$ cat src/rtl/cbset_pkg.sv
package cbset_pkg;

    localparam int CR_BITS    = 32;
    localparam int FIELD_BITS = 4;
    localparam int NUM_FIELDS = CR_BITS / FIELD_BITS;
    localparam int IDX_BITS   = $clog2(CR_BITS);
    localparam int FSEL_BITS  = $clog2(NUM_FIELDS);
    localparam int BSEL_BITS  = $clog2(FIELD_BITS);
    localparam int RES_BITS   = 64;

    typedef enum logic [1:0] {
        VAR_PLAIN  = 2'b00,
        VAR_REV    = 2'b01,
        VAR_NEG    = 2'b10,
        VAR_NEGREV = 2'b11
    } cbs_variant_e;

    typedef struct packed {
        logic                neg;
        logic                rev;
        logic [IDX_BITS-1:0] idx;
    } cbs_op_t;

    typedef struct packed {
        logic                valid;
        logic                wen;
        logic                illegal;
        logic [RES_BITS-1:0] value;
    } cbs_result_t;

    function automatic logic [FSEL_BITS-1:0] field_of(input logic [IDX_BITS-1:0] idx);
        return idx[IDX_BITS-1 -: FSEL_BITS];
    endfunction

    function automatic logic [BSEL_BITS-1:0] lane_of(input logic [IDX_BITS-1:0] idx);
        return idx[BSEL_BITS-1:0];
    endfunction

    function automatic cbs_variant_e variant_of(input cbs_op_t op);
        return cbs_variant_e'({op.neg, op.rev});
    endfunction

endpackage

$ cat src/rtl/cbs_field_pick.sv
module cbs_field_pick #(
    parameter int CR_W    = cbset_pkg::CR_BITS,
    parameter int FIELD_W = cbset_pkg::FIELD_BITS,
    localparam int NF     = CR_W / FIELD_W,
    localparam int FSEL_W = $clog2(NF)
) (
    input  logic [CR_W-1:0]    cr,
    input  logic [FSEL_W-1:0]  fsel,
    output logic [FIELD_W-1:0] field
);
    logic [FIELD_W-1:0] fields [NF];

    // Field 0 is the most significant slice of the register.
    for (genvar f = 0; f < NF; f++) begin : g_field
        assign fields[f] = cr[CR_W-1-f*FIELD_W -: FIELD_W];
    end

    assign field = fields[fsel];
endmodule

$ cat src/rtl/cbs_bit_test.sv
module cbs_bit_test #(
    parameter int FIELD_W = cbset_pkg::FIELD_BITS,
    localparam int BSEL_W = $clog2(FIELD_W)
) (
    input  logic [FIELD_W-1:0] field,
    input  logic [BSEL_W-1:0]  bsel,
    output logic               hit
);
    localparam logic [FIELD_W-1:0] TOP_ONE = {1'b1, {(FIELD_W-1){1'b0}}};

    logic [FIELD_W-1:0] mask;

    always_comb begin
        mask = TOP_ONE >> bsel;
        hit  = |(field & mask);
    end
endmodule

$ cat src/rtl/cbs_result_form.sv
module cbs_result_form
    import cbset_pkg::*;
#(
    parameter int RES_W = cbset_pkg::RES_BITS
) (
    input  logic         hit,
    input  cbs_variant_e variant,
    output logic [RES_W-1:0] value
);
    logic truth;

    always_comb begin
        truth = hit;
        value = '0;
        unique case (variant)
            VAR_PLAIN: begin
                truth = hit;
                value = {{(RES_W-1){1'b0}}, truth};
            end
            VAR_REV: begin
                truth = ~hit;
                value = {{(RES_W-1){1'b0}}, truth};
            end
            VAR_NEG: begin
                truth = hit;
                value = {RES_W{truth}};
            end
            VAR_NEGREV: begin
                truth = ~hit;
                value = {RES_W{truth}};
            end
            default: value = '0;
        endcase
    end
endmodule

$ cat src/rtl/cond_bit_setter.sv
module cond_bit_setter
    import cbset_pkg::*;
(
    input  logic                clk,
    input  logic                rst,
    input  logic                op_valid,
    input  logic [IDX_BITS-1:0] op_idx,
    input  logic                op_neg,
    input  logic                op_rev,
    input  logic                feat_en,
    input  logic [CR_BITS-1:0]  cond_reg,
    output logic                res_valid,
    output logic                res_wen,
    output logic                res_illegal,
    output logic [RES_BITS-1:0] res_value
);
    cbs_op_t            op;
    logic [FIELD_BITS-1:0] field;
    logic               hit;
    logic [RES_BITS-1:0] formed;
    cbs_result_t        next_res;
    cbs_result_t        res_q;

    assign op = '{neg: op_neg, rev: op_rev, idx: op_idx};

    cbs_field_pick #(.CR_W(CR_BITS), .FIELD_W(FIELD_BITS)) u_pick (
        .cr    (cond_reg),
        .fsel  (field_of(op.idx)),
        .field (field)
    );

    cbs_bit_test #(.FIELD_W(FIELD_BITS)) u_test (
        .field (field),
        .bsel  (lane_of(op.idx)),
        .hit   (hit)
    );

    cbs_result_form #(.RES_W(RES_BITS)) u_form (
        .hit     (hit),
        .variant (variant_of(op)),
        .value   (formed)
    );

    always_comb begin
        next_res         = '0;
        next_res.valid   = op_valid;
        next_res.wen     = op_valid & feat_en;
        next_res.illegal = op_valid & ~feat_en;
        next_res.value   = (op_valid & feat_en) ? formed : '0;
    end

    always_ff @(posedge clk) begin
        if (rst) res_q <= '0;
        else     res_q <= next_res;
    end

    assign res_valid   = res_q.valid;
    assign res_wen     = res_q.wen;
    assign res_illegal = res_q.illegal;
    assign res_value   = res_q.value;
endmodule

$ cat config.mk
export PLATFORM = sky130hd
export DESIGN_NAME = cond_bit_setter
export DESIGN_NICKNAME = d
export VERILOG_FILES = /design/src/rtl/cbset_pkg.sv /design/src/rtl/cbs_field_pick.sv /design/src/rtl/cbs_bit_test.sv /design/src/rtl/cbs_result_form.sv /design/src/rtl/cond_bit_setter.sv
export SDC_FILE = /design/constraint.sdc
export NUM_CORES = 1
export LEC_CHECK = 0
export ABC_CLOCK_PERIOD_IN_PS = 5800
export BUFFER_PORTS_ARGS = -buffer_cell sky130_fd_sc_hd__buf_2
export CELL_PAD_IN_SITES_DETAIL_PLACEMENT = 1
export CELL_PAD_IN_SITES_GLOBAL_PLACEMENT = 1
export CORE_UTILIZATION = 23
export CTS_BUF_LIST = sky130_fd_sc_hd__clkbuf_16
export CTS_CLUSTER_SIZE = 8
export DETAILED_ROUTE_END_ITERATION = 7
export PLACE_DENSITY = 0.87
export SETUP_SLACK_MARGIN = 0.5
export SLEW_MARGIN = 15
export SYNTH_ARGS = -nofsm -noshare
export SYNTH_HDL_FRONTEND = slang
export SYNTH_SLANG_ARGS = --single-unit
$ cat constraint.sdc
create_clock -name clk -period 5.8 [get_ports clk]
set_clock_uncertainty 0.2 [all_clocks]
set_input_delay 1.16 -clock clk [delete_from_list [all_inputs] [get_ports clk]]
set_output_delay 1.16 -clock clk [all_outputs]
set_load 0.01 [all_outputs]
==> summary.md, run 1 <==
| Metric | Value |
|---|---|
| Status | `complete, no violations` |
| # resized after CTS | `0` |
| HP Start | `feat_en` |
| # H-tree levels | `1` |
| Hold path endpoint | `res_illegal` |
| Most numerous cell in the Yosys netlist | `buf_4` |
| Final RePlAce weighted congestion | `0.743` |
| Filler cells | `496` |
| Worst setup EP type | `flop` |
| RSZ-0062 raised after global routing | `false` |
| Post-CTS setup buffers | `0` |
| Slew Viols, Final | `0` |
| CTS Buf Count | `3` |
| Setup TNS | `0 ns` |
| Req. time, crit path | `5.71 ns` |
| CORE AREA | `0.00380 mm^2` |
| Crit Path Class | `in -> reg` |
| Cells after Synth | `117` |
| Avg Cell Area, Syn | `8.12 um^2` |
| N_diodes | `0` |
| Post-synth top area share | `0.490` |
| MaxCap Viol Count | `0` |
| Hold Path Depth | `2` |
| Distinct cells, synth | `20` |
| Post-Route WL | `2.12 mm` |
| Post-synth ARST share | `0` |
| Max-slew headroom at the worst pin | `0.705` |
| Register area share after synthesis | `0.105` |
| Vias per inst | `4.05` |
| First-pass GRT wire length | `2.91 mm` |
| Commonest cells post-synth | `buf_4 (62), mux2i_1 (16), nand2_1 (7)` |
| Peak supply drop | `0.0552 mV` |
| Post-Syn Area | `950 um^2` |
| Hold_ws | `0.906 ns` |
| Die Span Y | `66.3 um` |
| ANT nets after route | `0` |
| Cells along the critical path | `buf_2 > mux2i_1 > a211o_1 > o21ai_2 > o21ai_1 > and4b_1` |
| Slew of the pin with the lowest slew margin | `0.443 ns` |
| Via count of the first global-routing pass | `685` |
| Largest net degree at the start of global routing | `64` |
| Vias | `870` |
| # rows | `22` |
| P_leak | `0.795 nW` |
| CTS Hold Bufs | `0` |
| Setup Viol. Count Final | `0` |
| Slowest library cell on the worst path | `buf_2` |
| IO Port Bufs | `109` |
| Placed Instances | `211` |
| Min Tclk post-route | `2.53 ns` |
| Die area | `0.00439 mm^2` |
| Finished Layout Cells | `215` |
| Most used DFF post-synth | `dfxtp_1` |
| DIE WIDTH | `66.3 um` |
| Slowest stage delay, CP | `0.37 ns` |
| Area after DPL | `0.00107 mm^2` |
| I/O pin total | `110` |
| Synth Register Bits | `5` |
| Share of layout cells above drive strength 1 | `0.689` |
| Max Fanout on Critical Path | `16` |
| TritonRoute pass-1 iters | `3` |
| Syn Nets | `160` |
| Worst-path clk slew | `0.03 ns` |
| Layout area overhead | `20.6%` |
| Longest Clk Path Bufs | `2` |
| TritonCTS clock tree | `done` |
| Root Buffer | `clkbuf_16` |
| Grt total ovfl | `0` |
| Initial antenna violation count | `0` |
| Power per cell area | `176 mW/mm^2` |
| DRC Markers | `0` |
| Area leader, netlist | `buf_4` |
| DRT iter0 DRCs | `9` |
| Hold Fails Final Rpt | `0` |
| Worst Path Arrival | `2.44 ns` |
| Setup crit start kind | `input port` |
| Final instance area | `0.00114 mm^2` |
| Final period util | `0.436` |
| Hold Crit Class | `in -> reg` |
| Wire per inst | `9.87 um` |
| Fmax | `395 MHz` |
| Initial Utilization | `0.250` |
| Gr usage total | `0.0869` |
| EDFF count, synth | `0` |
| Nets | `211` |
| CTS Sinks | `5` |
| Top post-synthesis cells by area | `buf_4 (49%), mux2i_1 (17%), dfxtp_1 (11%)` |
| DP HPWL | `1.85 mm` |
| YS warnings | `0` |
## cells by family after synthesis
group | synth area share
buf+inv | 0.523
simple gates | 0.132
mux | 0.169
compound gates | 0.0711
flops | 0.105
## worst max-delay path by stage
stage | from | to | slack (ns) | depth (start not counted)
floorplan | res_value[62] | res_value[10] | 2.81 | 1
global placement | op_idx[2] | res_value[62] | 3.08 | 7
detailed placement | op_idx[2] | res_value[62] | 3.03 | 6
CTS | op_idx[2] | res_value[62] | 3.26 | 6
global route | op_idx[2] | res_value[62] | 3.13 | 7
finish | op_idx[2] | res_value[62] | 3.27 | 6
## state kept, by name (all words and copies together) (netlist names)
name / flops
res_value: 2
res_valid: 1
res_illegal: 1
res_wen: 1
## power breakdown
group          switching (mW)  leakage [nW]  internal (mW)
Sequential           0.000275        0.0410         0.0360
Combinational          0.0278         0.712         0.0283
Clock                  0.0201        0.0423         0.0891
## cell type report
class	count	area, um^2	share of cell area
clock inverter	1	3.75	0.00328
timing repair buffer	110	553	0.483
tap	48	60.1	0.0525
sequential	5	100	0.0874
multi-input combinational	48	353	0.308
clock buffer	3	75.1	0.0656
## critical path, delay by kind of cell
family,cells,cell delay [ns]
compound gates,3,0.58
buf+inv,1,0.37
mux,1,0.16
simple gates,1,0.17
## cell usage in the layout, fill, tap and decap left out
master | netlist | layout
mux2i_1 | 16 | 16
and4b_1 | 1 | 1
nor2b_1 | 3 | 3
buf_2 | 0 | 109
nor2_1 | 1 | 1
inv_1 | 0 | 1
nand2b_1 | 2 | 2
and2_1 | 2 | 2
buf_4 | 62 | 1
nand2_1 | 7 | 7
o21ai_2 | 1 | 1
clkbuf_16 | 0 | 3
nor3_2 | 1 | 1
nand3_1 | 3 | 3
dfxtp_1 | 5 | 5
o21ai_1 | 1 | 1
a211o_1 | 1 | 1
and2b_1 | 1 | 1
a22oi_1 | 4 | 4
a21oi_1 | 3 | 3
and3b_1 | 1 | 1
## per-layer routing
metal | track usage | up-vias | part of all wire
met5 | 0 | - | 0
met4 | 0.0505 | 0 | 0.021
met3 | 0.00517 | 4 | 0.12
met2 | 0.175 | 67 | 0.49
met1 | 0.0853 | 373 | 0.36
li1 | - | 426 | -
## metrics by stage
step	utilization	setup WS [ns]	power [mW]
6_report	0.301	3.27	0.202
2_1_floorplan	-	2.81	0.0820
4_1_cts	0.301	3.26	0.204
3_3_place_gp	0.281	3.08	0.0926
5_1_grt	0.301	3.13	0.214
3_5_place_dp	0.281	3.03	0.0940
(Power assumes the default switching activity.)
==> run 2: changes to the inputs <==
ABC_CLOCK_PERIOD_IN_PS = 2300   (was 5800)
CORE_UTILIZATION = 19   (was 23)
PLACE_DENSITY = 0.77   (was 0.87)
clock period = 2.3 ns   (was 5.8 ns; I/O delays follow)
==> run 2 against run 1 <==
Sequential power grew to 2.6 times the previous value; power grew to 2.6 times the previous value; utilization is 5.6 points lower; die area is 20% higher; final area is 2.0% higher; global-route usage is 0.96 points lower; critical endpoint is now res_value[27]; non-clock buffer count is 1 lower; clock-buffer cell count stayed put; final cell count is 8.4% higher; via count is 1.7% lower; critical path type is now reg -> out; combinational power is 150% higher.
==> summary.md, run 2 (synthesized netlist as in run 1, its figures left out) <==
| Metric | Value |
|---|---|
| Status | `complete, no violations` |
| Post-CTS setup buffers | `0 (unchanged)` |
| Crit Path Class | `reg -> out` |
| Setup TNS | `0 ns (unchanged)` |
| DP HPWL | `1.87 mm (+1.2%)` |
| Most frequent cells in the layout | `buf_2 (108), mux2i_1 (16), nand2_1 (7)` |
| # rows | `25 (+14%)` |
| Peak supply drop | `0.154 mV (+180%)` |
| Vias | `855 (-1.7%)` |
| Die Span Y | `72.7 um (+9.7%)` |
| Setup crit start kind | `flop` |
| Nets | `210 (-0.47%)` |
| Worst Path Arrival | `1.06 ns (-1.38 ns)` |
| DP Worst Slack | `0.209 ns (-2.82 ns)` |
| TritonRoute pass-1 iters | `5 (+2)` |
| CP top delay family | `flip-flops` |
| Gr usage total | `0.0773 (-0.00962)` |
| Largest net degree at the start of global routing | `64 (unchanged)` |
| DIE WIDTH | `72.7 um (+9.7%)` |
| Slew of the pin with the lowest slew margin | `0.414 ns (-0.0285 ns)` |
| # H-tree levels | `1 (unchanged)` |
| IO Port Bufs | `109 (unchanged)` |
| Placed Instances | `229 (+8.5%)` |
| Via count of the first global-routing pass | `754 (+10%)` |
| P_leak | `0.792 nW (-0.47%)` |
| Worst setup EP type | `primary output` |
| MaxCap Viol Count | `0 (unchanged)` |
| DRC Markers | `0 (unchanged)` |
| Root Buffer | `clkbuf_16` |
| Slew Viols, Final | `0 (unchanged)` |
| DRT iter0 DRCs | `9 (unchanged)` |
| Cells along the critical path | `buf_2` |
| Die area | `0.00529 mm^2 (+20%)` |
| N_diodes | `0 (unchanged)` |
| CORE AREA | `0.00475 mm^2 (+25%)` |
| Slowest stage delay, CP | `0.60 ns (+0.23 ns)` |
| Final RePlAce weighted congestion | `0.718 (-3.3%)` |
| Buf/Inv on CP | `1 (unchanged)` |
| CTS Buf Count | `3 (unchanged)` |
| Req. time, crit path | `1.64 ns (-4.07 ns)` |
| Hold Fails Final Rpt | `0 (unchanged)` |
| Post-Route WL | `2.28 mm (+7.3%)` |
| Finished Layout Cells | `233 (+8.4%)` |
| Initial Utilization | `0.200 (-0.0503)` |
| Hold Crit Class | `in -> reg` |
| Slowest library cell on the worst path | `dfxtp_4` |
| Max-slew headroom at the worst pin | `0.724 (+0.0190)` |
| Core Util, Final | `0.246 (-0.0559)` |
| Layout area overhead | `22.9%` |
| Longest Clk Path Bufs | `2 (unchanged)` |
| Min Tclk post-route | `1.72 ns` |
| I/O pin total | `110 (unchanged)` |
| TritonCTS clock tree | `done` |
| Largest register FFs | `2 (unchanged)` |
| Final instance area | `0.00117 mm^2 (+2.0%)` |
| Final period util | `0.746` |
| WP depth | `1 (-5)` |
| Wire per inst | `9.77 um (-0.99%)` |
| Max Fanout on Critical Path | `63 (+47)` |
| Grt total ovfl | `0 (unchanged)` |
| Most common cell after layout, fill and taps aside | `buf_2` |
| CTS Hold Bufs | `0 (unchanged)` |
| Area after DPL | `0.00108 mm^2 (+1.6%)` |
| Worst-path clk slew | `0.03 ns (about the same)` |
| Share of layout cells above drive strength 1 | `0.693 (+0.00415)` |
| CTS Sinks | `5 (unchanged)` |
| Setup Viol. Count Final | `0 (unchanged)` |
| Fmax | `583 MHz` |
| RSZ-0062 raised after global routing | `true` |
| First-pass GRT wire length | `3.17 mm (+8.8%)` |
| ANT nets after route | `0 (unchanged)` |
| Setup crit end | `res_value[27]` |
| Power per cell area | `445 mW/mm^2 (+150%)` |
| Vias per inst | `3.67 (-9.3%)` |
| Setup crit start | `res_value[62]` |
| Final worst slack | `0.583 ns (-2.69 ns)` |
| Initial antenna violation count | `0 (unchanged)` |
-- run 2: changes by cell type in the layout (fill, tap and decap cells not counted), sizes merged --
cell / previous run / this run
buf: 110 / 109
-- run 2: worst min path at each step --
stage / end / cells after the start / slack, ns / from
global route: res_illegal / 2 / 0.21 / feat_en
detailed placement: res_illegal / 2 / 0.44 / feat_en
CTS: res_illegal / 2 / 0.20 / feat_en
global placement: res_illegal / 2 / 0.43 / feat_en
floorplan: res_illegal / 1 / 0.33 / feat_en
finish: res_illegal / 2 / 0.20 / feat_en
-- run 2: where the power goes --
group          leakage (nW)  internal [mW]  switching, mW
Sequential           0.0418         0.0900        0.00558
Combinational         0.707         0.0714         0.0668
Clock                0.0423          0.225         0.0598
-- run 2: what timing repair did --
action	in CTS	in global routing
endpoints found under the setup margin	65	5
endpoints found under the hold margin	0	0
resized for setup	2	0
-- run 2: layer usage --
metal	GRT usage	up-vias	part of all wire
met5	0	-	0
met4	0.0436	0	0.011
li1	-	424	-
met2	0.153	63	0.52
met1	0.0751	365	0.36
met3	0.0124	3	0.11
-- run 2: metrics by stage --
step	hold WS, ns	total power [mW]
after floorplan	0.332	0.205
after global placement	0.431	0.234
after detailed placement	0.436	0.237
after CTS	0.199	0.525
after global routing	0.213	0.544
final	0.199	0.519
-- run 2: layout make-up --
cell class	count	area (um^2)
Clock buffer	3	75.1
Multi-Input combinational cell	48	353
Sequential cell	5	104
Fill cell	614	3590
Tap cell	67	83.8
Clock inverter	1	3.75
Timing Repair Buffer	109	548
==> run 3: changes to the inputs <==
ABC_CLOCK_PERIOD_IN_PS = 1500   (was 2300)
clock period = 1.5 ns   (was 2.3 ns; I/O delays follow)
==> run 3 against run 2 <==
Power is 71% higher; clock-buffer cell count stayed put; the run now ends with negative setup slack left; die area stayed put; final cell count is 5.2% higher; wire length is 33% higher.
==> summary.md, run 3 (synthesized netlist as in run 1, its figures left out) <==
| Metric | Value |
|---|---|
| DRC Markers | `0 (unchanged)` |
| Final worst slack | `-0.0114 ns (-0.595 ns)` |
| TritonRoute pass-1 iters | `2 (-3)` |
| # H-tree levels | `1 (unchanged)` |
| Worst setup EP type | `primary output` |
| Initial antenna violation count | `0 (unchanged)` |
| Setup crit start kind | `flop` |
| Root Buffer | `clkbuf_16` |
| CTS Sinks | `5 (unchanged)` |
| CTS Hold Bufs | `0 (unchanged)` |
| CORE AREA | `0.00475 mm^2 (unchanged)` |
| Die area | `0.00529 mm^2 (unchanged)` |
| MaxCap Viol Count | `0 (unchanged)` |
| Fmax | `662 MHz` |
| Req. time, crit path | `1.00 ns (-0.64 ns)` |
| RSZ-0062 raised after global routing | `true` |
| CTS Buf Count | `3 (unchanged)` |
| Layout area overhead | `85.9%` |
| N_diodes | `0 (unchanged)` |
| Largest register FFs | `2 (unchanged)` |
| Initial Utilization | `0.200 (unchanged)` |
| Max Fanout on Critical Path | `8 (-87%)` |
| Nets | `222 (+5.7%)` |
| Largest net degree at the start of global routing | `32 (-50%)` |
| HP Start | `feat_en` |
| Slowest library cell on the worst path | `dfxtp_4` |
| Slew Viols, Final | `0 (unchanged)` |
| Placed Instances | `231 (+0.87%)` |
| Vias per inst | `3.86 (+5.2%)` |
| Worst-path clk slew | `0.03 ns (about the same)` |
| Post-Route WL | `3.02 mm (+33%)` |
| Worst Path Arrival | `1.01 ns (-0.05 ns)` |
| DRT iter0 DRCs | `11 (+2)` |
| TritonCTS clock tree | `done` |
| Longest Clk Path Bufs | `2 (unchanged)` |
| Most frequent cells in the layout | `buf_6 (56), buf_2 (52), mux2i_1 (15)` |
| DP HPWL | `1.87 mm (+0.35%)` |
| Gr usage total | `0.0929 (+0.0156)` |
| Power per cell area | `504 mW/mm^2 (+13%)` |
| CP top delay family | `flip-flops` |
| I/O pin total | `110 (unchanged)` |
| DIE WIDTH | `72.7 um (unchanged)` |
| Setup Viol. Count Final | `18 (+18)` |
| Most common cell after layout, fill and taps aside | `buf_6` |
| Crit path top cell by count | `buf_6` |
| Vias | `946 (+11%)` |
| Failing checks | `negative setup slack` |
| Setup crit end | `res_value[25]` |
| Min Tclk post-route | `1.51 ns` |
| WP depth | `3 (+2)` |
| Final period util | `1.01` |
| Via count of the first global-routing pass | `872 (+16%)` |
| P_leak | `0.937 nW (+18%)` |
| Slowest stage delay, CP | `0.43 ns (-0.17 ns)` |
| Grt total ovfl | `0 (unchanged)` |
| IO Port Bufs | `109 (unchanged)` |
| First-pass GRT wire length | `3.77 mm (+19%)` |
| Buf/Inv on CP | `3 (+2)` |
| Setup TNS | `-0.126 ns (-0.126 ns)` |
| Finished Layout Cells | `245 (+5.2%)` |
| Wire per inst | `12.3 um (+26%)` |
| Share of layout cells above drive strength 1 | `0.736 (+0.0432)` |
| Setup crit start | `res_value[62]` |
| ANT nets after route | `0 (unchanged)` |
| # rows | `25 (unchanged)` |
| Status | `complete, but fails checks` |
| Slew of the pin with the lowest slew margin | `0.305 ns (-0.109 ns)` |
| Final RePlAce weighted congestion | `0.643 (-10%)` |
| Die Span Y | `72.7 um (unchanged)` |
| Peak supply drop | `0.395 mV (+160%)` |
| Crit Path Class | `reg -> out` |
| Max-slew headroom at the worst pin | `0.796 (+0.0719)` |
| Hold Crit Class | `in -> reg` |
| Cells along the critical path | `buf_6 > buf_12 > buf_6` |
| Hold Fails Final Rpt | `0 (unchanged)` |
-- run 3: cell count changes in the layout (fill, tap and decap cells not counted), moves of 2 or more --
cell,previous run,this run
buf_12,0,6
buf_16,0,2
buf_2,108,52
buf_4,1,3
buf_6,0,56
clkbuf_16,3,5
dfxtp_1,4,1
dfxtp_2,0,3
-- run 3: worst min path at each step --
stage,to,slack [ns],cells after the start
6_report,res_illegal,0.04,2
5_1_grt,res_illegal,0.04,2
4_1_cts,res_illegal,0.04,2
3_5_place_dp,res_illegal,0.28,2
3_3_place_gp,res_illegal,0.27,2
2_1_floorplan,res_illegal,0.17,1
-- run 3: what timing repair did --
action	CTS	global route
resized for setup	53	18
gates cloned	2	2
endpoints found under the setup margin	69	69
setup buffers	6	0
pin swaps	6	6
-- run 3: area by class of cell --
cell class	count	area [um^2]
clock inverters	1	3.75
clock buffers	3	75.1
fillers	556	2990
flip-flops and latches	5	108
repair buffers	121	1140
well taps	67	83.8
multi-input cells	48	357
-- run 3: through the flow --
stage | worst slack (ns) | power (mW) | util | hold WS [ns] | cell area, um^2
global placement | -0.226 | 0.367 | 0.234 | 0.274 | 1110
finish | -0.0114 | 0.889 | 0.371 | 0.0402 | 1770
CTS | -0.0101 | 0.872 | 0.341 | 0.0400 | 1620
floorplan | -0.0882 | 0.340 | - | 0.172 | 1140
detailed placement | -0.272 | 0.372 | 0.234 | 0.281 | 1110
global route | -0.0617 | 0.938 | 0.371 | 0.0437 | 1770
-- run 3: metal layers --
metal,wire length (um),vias to the layer above,part of all wire,track usage
li1,-,449,-,-
met1,1100,416,0.37,0.0933
met2,1650,79,0.55,0.190
met3,247,2,0.082,0.0138
met4,16,0,0.0053,0.0327
met5,0,-,0,0
-- run 3: power by group --
part	internal, mW	switching, mW	total (mW)
clock network	0.344	0.0775	0.422
logic	0.192	0.132	0.324
registers	0.139	0.00477	0.144
total	0.675	0.214	0.889
